`src/rtl/rxt_pkg.sv`:
```
// Package rxt_pkg
// Shared widths, command nibbles and the counter phase type for the
// receive-driven timeout counter. Assumes 8-bit command bytes.
package rxt_pkg;
    localparam int CMD_W    = 8;
    localparam int NIB_W    = 4;
    localparam logic [NIB_W-1:0] NIB_TMO_ON  = 4'hA;
    localparam logic [NIB_W-1:0] NIB_TMO_OFF = 4'hC;
    localparam logic [NIB_W-1:0] NIB_START   = 4'h8;
    localparam logic [NIB_W-1:0] NIB_STOP    = 4'h9;

    typedef enum logic [1:0] {
        PH_IDLE = 2'd0,   // halted, holding its value
        PH_ARM  = 2'd1,   // reloaded, waiting one tick before counting
        PH_RUN  = 2'd2    // decrementing once per tick
    } phase_t;
endpackage

```
`src/rtl/rxt_cmd_decode.sv`:
```
// Module rxt_cmd_decode
// Turns a command write into one-cycle action pulses by looking only at
// the upper nibble of the byte. Assumes cmd_wr is high for one cycle per write.
module rxt_cmd_decode
    import rxt_pkg::*;
(
    input  logic             cmd_wr,
    input  logic [CMD_W-1:0] cmd_data,
    output logic             tmo_on_p,
    output logic             tmo_off_p,
    output logic             start_p,
    output logic             stop_p
);
    logic [NIB_W-1:0] nib;

    // Purpose: select the action nibble and decode it.
    always_comb begin
        nib       = cmd_data[CMD_W-1 -: NIB_W];
        tmo_on_p  = cmd_wr && (nib == NIB_TMO_ON);
        tmo_off_p = cmd_wr && (nib == NIB_TMO_OFF);
        start_p   = cmd_wr && (nib == NIB_START);
        stop_p    = cmd_wr && (nib == NIB_STOP);
    end
endmodule

```
`src/rtl/rxt_mode_ctl.sv`:
```
// Module rxt_mode_ctl
// Holds the timeout-mode flag. Assumes the on and off pulses are never
// high together, which holds because they decode different nibbles.
module rxt_mode_ctl (
    input  logic clk,
    input  logic rst_n,
    input  logic tmo_on_p,
    input  logic tmo_off_p,
    output logic tmo_mode
);
    // Purpose: set or clear the mode flag from the decoded commands.
    always_ff @(posedge clk) begin
        if (!rst_n)         tmo_mode <= 1'b0;
        else if (tmo_on_p)  tmo_mode <= 1'b1;
        else if (tmo_off_p) tmo_mode <= 1'b0;
    end

    AST_MODE_ON: assert property (@(posedge clk) disable iff (!rst_n)
        tmo_on_p |=> tmo_mode);
    AST_MODE_OFF: assert property (@(posedge clk) disable iff (!rst_n)
        tmo_off_p |=> !tmo_mode);
endmodule

```
`src/rtl/rxt_down_counter.sv`:
```
// Module rxt_down_counter
// The counter with its phase, its pending-character flag and the ready flag.
// In timeout mode, character strobes drive reload and restart, and the start
// and stop pulses are ignored. Outside it, start and stop drive the count.
// Assumes ct_tick acts as a clock enable and load_val is already nonzero.
module rxt_down_counter
    import rxt_pkg::*;
#(
    parameter int CNT_W = 17
) (
    input  logic             clk,
    input  logic             rst_n,
    input  logic             ct_tick,
    input  logic             char_xfer,
    input  logic [CNT_W-1:0] load_val,
    input  logic             tmo_mode,
    input  logic             tmo_on_p,
    input  logic             tmo_off_p,
    input  logic             start_p,
    input  logic             stop_p,
    output logic             ready
);
    localparam logic [CNT_W-1:0] ONE = CNT_W'(1);

    logic [CNT_W-1:0] count;
    phase_t           phase;
    logic             pend;

    // Purpose: advance the phase, count, pending flag and ready flag.
    always_ff @(posedge clk) begin
        if (!rst_n) begin
            count <= '0;
            phase <= PH_IDLE;
            pend  <= 1'b0;
            ready <= 1'b0;
        end else if (tmo_on_p) begin
            phase <= PH_IDLE;
            pend  <= 1'b0;
            ready <= 1'b0;
        end else if (tmo_off_p) begin
            phase <= PH_IDLE;
            pend  <= 1'b0;
        end else if (tmo_mode) begin
            if (char_xfer) ready <= 1'b0;
            if (ct_tick && (char_xfer || pend)) begin
                count <= load_val;
                phase <= PH_ARM;
                pend  <= 1'b0;
            end else begin
                if (char_xfer) pend <= 1'b1;
                if (ct_tick) begin
                    if (phase == PH_ARM) begin
                        phase <= PH_RUN;
                    end else if (phase == PH_RUN) begin
                        count <= count - ONE;
                        if (count == ONE) begin
                            ready <= 1'b1;
                            phase <= PH_IDLE;
                        end
                    end
                end
            end
        end else begin
            if (start_p) begin
                count <= load_val;
                phase <= PH_RUN;
                ready <= 1'b0;
            end else if (stop_p) begin
                phase <= PH_IDLE;
            end else if (ct_tick && phase == PH_RUN) begin
                count <= count - ONE;
                if (count == ONE) begin
                    ready <= 1'b1;
                    phase <= PH_IDLE;
                end
            end
        end
    end

    AST_STROBE_CLEARS: assert property (@(posedge clk) disable iff (!rst_n)
        (tmo_mode && char_xfer && !tmo_off_p) |=> !ready);
    AST_ENABLE_HALTS: assert property (@(posedge clk) disable iff (!rst_n)
        tmo_on_p |=> (!ready && phase == PH_IDLE));
    AST_READY_AT_ZERO: assert property (@(posedge clk) disable iff (!rst_n)
        $rose(ready) |-> (count == '0));
    AST_NO_WRAP: assert property (@(posedge clk) disable iff (!rst_n)
        (phase == PH_RUN) |-> (count != '0));
    AST_ZERO_HOLDS: assert property (@(posedge clk) disable iff (!rst_n)
        (phase == PH_IDLE && !char_xfer && !pend && !start_p) |=> $stable(count));
    AST_LOCKOUT: assert property (@(posedge clk) disable iff (!rst_n)
        (tmo_mode && (start_p || stop_p) && phase == PH_IDLE && !char_xfer
         && !pend && !tmo_on_p && !tmo_off_p) |=> (phase == PH_IDLE));
endmodule

```
`src/rtl/rx_char_timer.sv`:
```
// Module rx_char_timer
// Top of the receive-driven timeout counter. Builds the preload from its two
// bytes (zero means the full 2^PRE_W span), decodes commands, keeps the mode
// and drives the ready flag and the masked interrupt request.
// Assumes all inputs are synchronous to clk.
module rx_char_timer
    import rxt_pkg::*;
#(
    parameter int BYTE_W = 8
) (
    input  logic              clk,
    input  logic              rst_n,
    input  logic              ct_tick,
    input  logic              char_xfer,
    input  logic [BYTE_W-1:0] preload_hi,
    input  logic [BYTE_W-1:0] preload_lo,
    input  logic              cmd_wr,
    input  logic [CMD_W-1:0]  cmd_data,
    input  logic              irq_mask,
    output logic              ctr_ready,
    output logic              irq_req
);
    localparam int PRE_W = 2 * BYTE_W;
    localparam int CNT_W = PRE_W + 1;

    logic [PRE_W-1:0] pre_raw;
    logic [CNT_W-1:0] load_val;
    logic tmo_on_p, tmo_off_p, start_p, stop_p, tmo_mode;

    // Purpose: join the bytes and map a zero preload onto the full span.
    always_comb begin
        pre_raw  = {preload_hi, preload_lo};
        load_val = (pre_raw == '0) ? (CNT_W'(1) << PRE_W) : {1'b0, pre_raw};
    end

    rxt_cmd_decode u_dec (
        .cmd_wr    (cmd_wr),
        .cmd_data  (cmd_data),
        .tmo_on_p  (tmo_on_p),
        .tmo_off_p (tmo_off_p),
        .start_p   (start_p),
        .stop_p    (stop_p)
    );

    rxt_mode_ctl u_mode (
        .clk       (clk),
        .rst_n     (rst_n),
        .tmo_on_p  (tmo_on_p),
        .tmo_off_p (tmo_off_p),
        .tmo_mode  (tmo_mode)
    );

    rxt_down_counter #(.CNT_W(CNT_W)) u_cnt (
        .clk       (clk),
        .rst_n     (rst_n),
        .ct_tick   (ct_tick),
        .char_xfer (char_xfer),
        .load_val  (load_val),
        .tmo_mode  (tmo_mode),
        .tmo_on_p  (tmo_on_p),
        .tmo_off_p (tmo_off_p),
        .start_p   (start_p),
        .stop_p    (stop_p),
        .ready     (ctr_ready)
    );

    // Purpose: gate the ready flag with the mask to form the request.
    always_comb irq_req = ctr_ready & irq_mask;

    AST_RESET_QUIET: assert property (@(posedge clk)
        !rst_n |=> (!ctr_ready && !tmo_mode));
endmodule

```
`config.mk`:
```
export PLATFORM = sky130hd
export DESIGN_NAME = rx_char_timer
export DESIGN_NICKNAME = d
export VERILOG_FILES = /design/src/rtl/rxt_pkg.sv /design/src/rtl/rxt_cmd_decode.sv /design/src/rtl/rxt_mode_ctl.sv /design/src/rtl/rxt_down_counter.sv /design/src/rtl/rx_char_timer.sv
export SDC_FILE = /design/constraint.sdc
export NUM_CORES = 1
export LEC_CHECK = 0
export ABC_AREA = 1
export ABC_CLOCK_PERIOD_IN_PS = 2300
export BUFFER_PORTS_ARGS = -buffer_cell sky130_fd_sc_hd__buf_2
export CAP_MARGIN = 30
export CORE_MARGIN = 2
export CORE_UTILIZATION = 61
export CTS_BUF_LIST = sky130_fd_sc_hd__clkbuf_16
export CTS_CLUSTER_SIZE = 40
export DETAILED_ROUTE_END_ITERATION = 8
export GPL_ROUTABILITY_DRIVEN = 1
export PLACE_DENSITY = 0.85
export SLEW_MARGIN = 10
export SYNTH_ARGS = -nofsm -noshare
export SYNTH_HDL_FRONTEND = slang
export SYNTH_HIERARCHICAL = 1
export SYNTH_SLANG_ARGS = --single-unit
```
`constraint.sdc`:
```
create_clock -name clk -period 2.3 [get_ports clk]
set_input_delay 0.46 -clock clk [delete_from_list [all_inputs] [get_ports clk]]
set_output_delay 0.46 -clock clk [all_outputs]
set_load 0.02 [all_outputs]
```
==> key figures, run 1 <==
GRT
  – Grt total ovfl: 0
  – Largest net degree at the start of global routing: 28
  – Vias in the first global route: 1834
  – Overall routing resource usage: 27.13%
  – First-pass GRT wire length: 7.569 mm
  – Antenna violations before repair: 0

Clock network
  – Cts bufs inserted: 3
  – CTS Buffer Depth: 2
  – Clk slew on worst S/H paths: 0.06 ns
  – CTS sink cnt: 22
  – Root Buffer Master: clkbuf_16
  – Setup bufs post-CTS: 0
  – Post-cts repair resize count: 0
  – Worst-Skew Late Latency: 0.26 ns
  – # hold bufs at CTS: 0
  – H-tree Lvls: 1
  – CTS tree: done

Placement
  – Port bufs: 27
  – Placed inst area: 2007 um2
  – GPL Wtd Cong: 0.9165
  – Final HPWL DP: 3.185 mm

STA
  – Slew Limit Headroom: 60.65%
  – Setup Skew: 0.006076 ns
  – Final TNS setup: 0 ns
  – Final Hold Vio Count: 0
  – RSZ-0062 raised after global routing: false
  – Pins over their slew limit: 0
  – Tcrit/Tclk final: 76.56%
  – Final min period: 1.761 ns
  – Maximum clock rate: 567.9 MHz
  – Least-Margin Pin Slew: 0.5896 ns
  – Setup Viol. Count Final: 0

Cells and area
  – Fillers: 313
  – Post-route cell area: 2086 um2
  – Final nets: 382
  – Area growth syn-to-layout: 6.791%
  – ANT cells: 0
  – Share of cells above drive strength 1: 16.71%

Route
  – Routed Antenna Nets: 0
  – WL/cell: 11.06 um
  – Final WL: 4.324 mm
  – Drt first pass iters: 4
  – Via density: 5.138
  – Drc violations: 0
  – DR vias: 2009
  – 1st-iter DRT viols: 80

Critical path
  – CP Capture Type: register
  – Required time of the critical path: 2.43 ns
  – Max stage delay on crit path: 0.24 ns
  – CP arrival: 1.89 ns
  – Most used cell, CP: nor2_1
  – CP Class: in -> reg
  – CP max FO: 20
  – Worst-path cell chain: buf_2, nor2_1, nand2_1, nor2_1, nor2_4, nand2_2, nand3_2, inv_2, nand3_4, o21ai_1, a21oi_1
  – Crit path launch type: primary input
  – Worst path slowest cell: nand3_4

Synth
  – Net count after synthesis: 374
  – Post-synth cell types: 31
  – Synth top area cells: dfxtp_1, nand2_1, nor2_1
  – Syn Area/Cell: 5.744 um2
  – Synthesized instance count: 340
  – Sequential fraction of the synthesis area: 22.55%
  – Synthesized flop and latch total: 22
  – Synth top area share: 22.55%
  – Leading area contributor after synthesis: dfxtp_1
  – Syn. warnings: 6
  – Cell area after synthesis: 1953 um2

Power
  – Flop pwr share: 36.5%
  – Switching Share: 33.56%
  – Sw power: 0.3798 mW
  – Cell Pwr Density: 542.6 nW/um2
  – Combinational share of power: 29.6%
  – Leak: 1.030 nW
  – Clock power frac: 33.9%
  – Pint: 0.7519 mW
  – Worst vdd ir: 392.4 uV

Run
  – Max-Cap Viols: 0

Run status
  – Status: complete, no violations

Die
  – Cell Rows: 20
  – Die Wd: 60.59 um
  – Core area: 3053 um2
  – Die height: 60.59 um
  – Initial core utilization: 63.98%
  – Die area: 3671 um2
  – Io pins: 32

Min path
  – Worst min-delay path class: reg -> reg
per-layer routing:
metal	routed length (um)	share of wire, %	GRT usage (%)	up-vias
met3	164	3.8	6.823	7
met4	65	1.5	12.11	0
li1	-	-	-	1052
met5	0	0	0	-
met2	2037	47	45.01	41
met1	2056	48	33.16	909
worst max-delay path, delay by kind of cell:
family          cells  cell delay, ns
compound gates      2            0.31
buf+inv             2            0.21
simple gates        7            0.90
kinds of logic (layout without fill, tap and decap cells):
kind of cell / count (synthesis) / count (layout) / share of synthesized area [%]
and+or+nand+nor: 195 / 195 / 43.75
buffers and inverters: 72 / 79 / 16.21
AOI/OAI and AO/OA: 46 / 46 / 14.48
DFF: 22 / 22 / 22.55
adders and majority gates: 4 / 4 / 2.563
xor gates and xnor gates: 1 / 1 / 0.4485
flip-flops by register name, indices dropped and copies added (netlist names):
name	cells
u_cnt/count	17
u_cnt/pend	1
u_cnt/phase	2
u_cnt/ready	1
u_mode/tmo_mode	1
power groups by stage:
stage	Sequential, mW	Combinational [mW]	Clock, mW
floorplan	0.416	0.267	0
global route	0.415	0.390	0.403
detailed placement	0.420	0.326	0
global placement	0.420	0.318	0
finish	0.413	0.335	0.384
CTS	0.412	0.332	0.385
layout by cell type (no fill, tap or decap), types with 6 or more instances in the layout:
cell	instances
a21oi_2	6
dfxtp_1	22
buf_2	27
a21oi_1	15
inv_1	45
nor2_2	7
nor2_1	52
nand3_1	20
nand2_1	100
o21ai_0	11
o21ai_1	6
synthesized netlist by cell type:
| library cell | n |
|---|---|
| buf_4 | 1 |
| buf_6 | 4 |
| nor2_4 | 3 |
| o211ai_1 | 5 |
| a21oi_1 | 15 |
| inv_1 | 45 |
| nand3_2 | 2 |
| nand3b_1 | 2 |
| clkbuf_1 | 17 |
| a211oi_1 | 1 |
| nand4_1 | 2 |
| nor2_1 | 52 |
| dfxtp_1 | 22 |
| nand3_1 | 20 |
| o21ai_0 | 11 |
| a21oi_2 | 6 |
| nand3_4 | 1 |
| nand2_1 | 100 |
| ha_1 | 4 |
| and2_1 | 1 |
| nand2_2 | 3 |
| buf_8 | 1 |
| nand2_4 | 1 |
| buf_2 | 1 |
| nor3_1 | 1 |
| o21ai_1 | 6 |
| a21oi_4 | 1 |
| inv_2 | 3 |
| xnor2_1 | 1 |
| o21ai_2 | 1 |
| nor2_2 | 7 |
path summary, 6_finish.rpt:
check / startpoint / end / slack (ns) / cells after the start
hold / removal: u_cnt/phase[0] / u_cnt/phase[0] / 0.49 / 2
setup reg to reg: u_mode/tmo_mode / u_cnt/count[4] / 0.58 / 7
hold reg to reg: u_cnt/phase[0] / u_cnt/phase[0] / 0.49 / 2
setup / recovery: cmd_data[4] / u_cnt/count[4] / 0.54 / 11
stage by stage:
step	worst slack, ns	hold WS (ns)	cells	utilization [%]	power, mW
3_3_place_gp	0.2872	0.4706	387	65.74	0.7381
2_1_floorplan	0.6562	0.4565	340	-	0.6822
4_1_cts	0.5355	0.4908	391	68.32	1.129
3_5_place_dp	0.2598	0.4785	387	65.74	0.7462
5_1_grt	0.3576	0.5121	391	68.32	1.208
6_report	0.5392	0.4877	391	68.32	1.132
final cells by class:
class                   count  area, um2  area share (%)
repair buffers             27      135.1           6.479
well taps                  44      55.05           2.639
clock inverters             1      3.754          0.1800
clock buffers               3      75.07           3.599
multi-input cells         246       1196           57.35
flip-flops and latches     22      440.4           21.12
inverters                  48      180.2           8.638
(Power assumes the default switching activity.)
==> run 2: changes to the inputs <==
--- a/config.mk
+++ b/config.mk
@@ -5,17 +5,17 @@
 export SDC_FILE = /design/constraint.sdc
 export NUM_CORES = 1
 export LEC_CHECK = 0
-export ABC_AREA = 1
-export ABC_CLOCK_PERIOD_IN_PS = 2300
+export ABC_AREA = 0
+export ABC_CLOCK_PERIOD_IN_PS = 1540
 export BUFFER_PORTS_ARGS = -buffer_cell sky130_fd_sc_hd__buf_2
 export CAP_MARGIN = 30
 export CORE_MARGIN = 2
-export CORE_UTILIZATION = 61
+export CORE_UTILIZATION = 49
 export CTS_BUF_LIST = sky130_fd_sc_hd__clkbuf_16
 export CTS_CLUSTER_SIZE = 40
 export DETAILED_ROUTE_END_ITERATION = 8
 export GPL_ROUTABILITY_DRIVEN = 1
-export PLACE_DENSITY = 0.85
+export PLACE_DENSITY = 0.75
 export SLEW_MARGIN = 10
 export SYNTH_ARGS = -nofsm -noshare
 export SYNTH_HDL_FRONTEND = slang
==> constraint.sdc (replaced) <==
create_clock -name clk -period 1.54 [get_ports clk]
set_input_delay 0.308 -clock clk [delete_from_list [all_inputs] [get_ports clk]]
set_output_delay 0.308 -clock clk [all_outputs]
set_load 0.02 [all_outputs]
==> key figures, run 2 <==
Synth
  – Synthesized flop and latch total: 22 (unchanged)
  – Sequential fraction of the synthesis area: 27.85% (+5.3 points)
  – Net count after synthesis: 252 (-33%)
  – Syn Area/Cell: 7.255 um2 (+26%)
  – Top_reg_cell synth: dfxtp_1
  – Synth top area share: 27.85% (+5.3 points)
  – Synth top area cells: dfxtp_1, a21oi_1, clkbuf_1
  – Most common cell in the netlist: clkbuf_1
  – Post-synth cell types: 44 (+42%)
  – Leading area contributor after synthesis: dfxtp_1
  – Asr flop ratio synth: 0% (unchanged)
  – Synthesized instance count: 218 (-36%)
  – Syn. warnings: 6 (unchanged)
  – Synth top cells by count: clkbuf_1, dfxtp_1, a21oi_1, nor2_1
  – Cell area after synthesis: 1582 um2 (-19%)
  – EDFF count, synth: 0 (unchanged)

Critical path
  – CP Capture Type: register
  – Reg2reg end: u_cnt/ready
  – Worst reg-to-reg setup slack: -0.64 ns (-1.22 ns)
  – CP arrival: 2.36 ns (+0.47 ns)
  – Reg2Reg Depth: 5 (-2)
  – Crit path launch type: register
  – Required time of the critical path: 1.72 ns (-0.71 ns)
  – CP max FO: 3 (-85%)
  – Reg2Reg Launch Point: u_cnt/count[8]
  – CP Class: reg -> reg

Route
  – DR vias: 2323 (+16%)
  – Via density: 6.853 (+33%)
  – Routed Antenna Nets: 0 (unchanged)
  – Final WL: 8.033 mm (+86%)
  – Drc violations: 0 (unchanged)
  – 1st-iter DRT viols: 271 (+240%)
  – WL/cell: 23.70 um (+110%)
  – Drt first pass iters: 6 (+2)

Clock network
  – H-tree Lvls: 1 (unchanged)
  – Root Buffer Master: clkbuf_16
  – Worst-Skew Late Latency: 0.26 ns (about the same)
  – CTS sink cnt: 22 (unchanged)
  – CTS Buffer Depth: 2 (unchanged)
  – Cts bufs inserted: 3 (unchanged)
  – Clk slew on worst S/H paths: 0.06 ns (about the same)
  – CTS tree: done

Min path
  – Hold depth: 3 (+1)
  – HP Start: preload_lo[0]
  – Worst min-delay path class: in -> reg
  – Hold endpoint: u_cnt/count[0]

Cells and area
  – Commonest non-fill, non-tap cell in the layout: buf_4
  – Share of cells above drive strength 1: 62.03% (+45 points)
  – Post-route insts no fill: 339 (-13%)
  – ANT cells: 0 (unchanged)
  – Area growth syn-to-layout: 76.98%
  – Number of flip-flops in the largest register: 17 (unchanged)
  – Largest registers: u_cnt/count x17, u_cnt/phase x2
  – Largest Register: u_cnt/count
  – Fin util: 91.68% (+23 points)
  – Commonest cells after routing, fill and taps aside: buf_4, buf_2, buf_6, dfxtp_1, nor2_1
  – Final nets: 331 (-13%)

Placement
  – Placed cells: 321 (-17%)
  – GPL Wtd Cong: 0.9079 (-0.94%)
  – Final HPWL DP: 3.924 mm (+23%)
  – Port bufs: 27 (unchanged)

STA
  – Final min period: 2.184 ns
  – Final Hold Vio Count: 0 (unchanged)
  – Setup Skew: 0.003924 ns (-0.002152 ns)
  – Pins over their slew limit: 0 (unchanged)
  – Setup Viol. Count Final: 20 (+20)
  – Hold Worst Slack: 0.3371 ns (-0.1506 ns)
  – Least-Margin Pin Slew: 0.5523 ns (-0.03730 ns)
  – Maximum clock rate: 457.9 MHz
  – Slew Limit Headroom: 62.84% (+2.2 points)
  – RSZ-0062 raised after global routing: true
  – Slack of the critical path: -0.6441 ns (-1.183 ns)
  – Final TNS setup: -7.639 ns (-7.639 ns)
  – Tcrit/Tclk final: 141.8%

Run status
  – Failing checks: setup timing
  – Status: complete, but fails checks

GRT
  – Overall routing resource usage: 39.43% (+12 points)
  – Vias in the first global route: 2121 (+16%)
  – Grt total ovfl: 0 (unchanged)
  – Largest net degree at the start of global routing: 19 (-32%)
  – Antenna violations before repair: 0 (unchanged)
  – First-pass GRT wire length: 10.43 mm (+38%)

Die
  – Initial core utilization: 51.80% (-12 points)
  – Die height: 60.81 um (+0.37%)
  – Die area: 3698 um2 (+0.74%)
  – Io pins: 32 (unchanged)
  – Die Wd: 60.81 um (+0.37%)
  – Cell Rows: 20 (unchanged)
  – Core area: 3053 um2 (unchanged)

Power
  – Cell Pwr Density: 835.5 nW/um2 (+54%)
  – Power, Total: 2.339 mW (+110%)
  – Worst vdd ir: 765.0 uV (+95%)
  – Leak: 1.170 nW (+14%)

Run
  – Max-Cap Viols: 0 (unchanged)
-- run 2: worst max path at each step --
stage | slack [ns] | to | from
3_5_place_dp | -0.48 | u_cnt/ready | u_cnt/count[8]
2_1_floorplan | -0.54 | u_cnt/ready | u_cnt/count[8]
4_1_cts | -0.48 | u_cnt/ready | u_cnt/count[8]
3_3_place_gp | -0.43 | u_cnt/ready | u_cnt/count[7]
5_1_grt | -0.68 | u_cnt/ready | u_cnt/count[8]
6_report | -0.64 | u_cnt/ready | u_cnt/count[8]
-- run 2: worst max-delay path, stage by stage, from the launching register on --
cell and delay, ns:
dfxtp_1 0.33, or4_4 0.57, and4bb_2 0.39, a31oi_1 0.11, or4_1 0.51, a211oi_2 0.19
-- run 2: metrics by stage --
step | worst slack, ns | instance area, um2
final | -0.6441 | 2799
after global routing | -0.6751 | 2799
after global placement | -0.4341 | 2267
after CTS | -0.4830 | 2633
after floorplan | -0.5428 | 1758
after detailed placement | -0.4836 | 2267
-- run 2: what timing repair did --
action / CTS / global route
setup buffers: 10 / 4
hold buffers: 0 / 0
setup endpoints to repair: 20 / 20
gates resized for setup: 58 / 34
pin swaps: 25 / 22
cloned: 1 / 0
-- run 2: cells by family after synthesis --
kind of cell	Yosys count	share of synthesized area [%]
fa+ha+maj	4	3.165
buf+inv	37	8.860
compound gates	73	30.62
simple gates	81	28.88
flops	22	27.85
mux	1	0.6329
-- run 2: report_power, final --
part | internal (mW) | switching, mW
Clock | 0.344 | 0.221
Combinational | 0.567 | 0.583
Sequential | 0.597 | 0.0269
-- run 2: area by class of cell --
| class | count | area, um2 |
|---|---|---|
| Clock buffer | 3 | 75.07 |
| Timing Repair Buffer | 103 | 805.8 |
| Sequential cell | 22 | 450.4 |
| Multi-Input combinational cell | 159 | 1380 |
| Inverter | 8 | 32.53 |
| Fill cell | 122 | 254.0 |
| Tap cell | 44 | 55.05 |
-- run 2: layer usage --
metal / up-vias / routed length [um] / part of all wire, % / global-route usage [%]
li1: 959 / - / - / -
met5: - / 0 / 0 / 0
met3: 63 / 786 / 9.8 / 8.316
met2: 221 / 3847 / 48 / 65.13
met1: 1080 / 2795 / 35 / 44.01
met4: 0 / 603 / 7.5 / 30.43
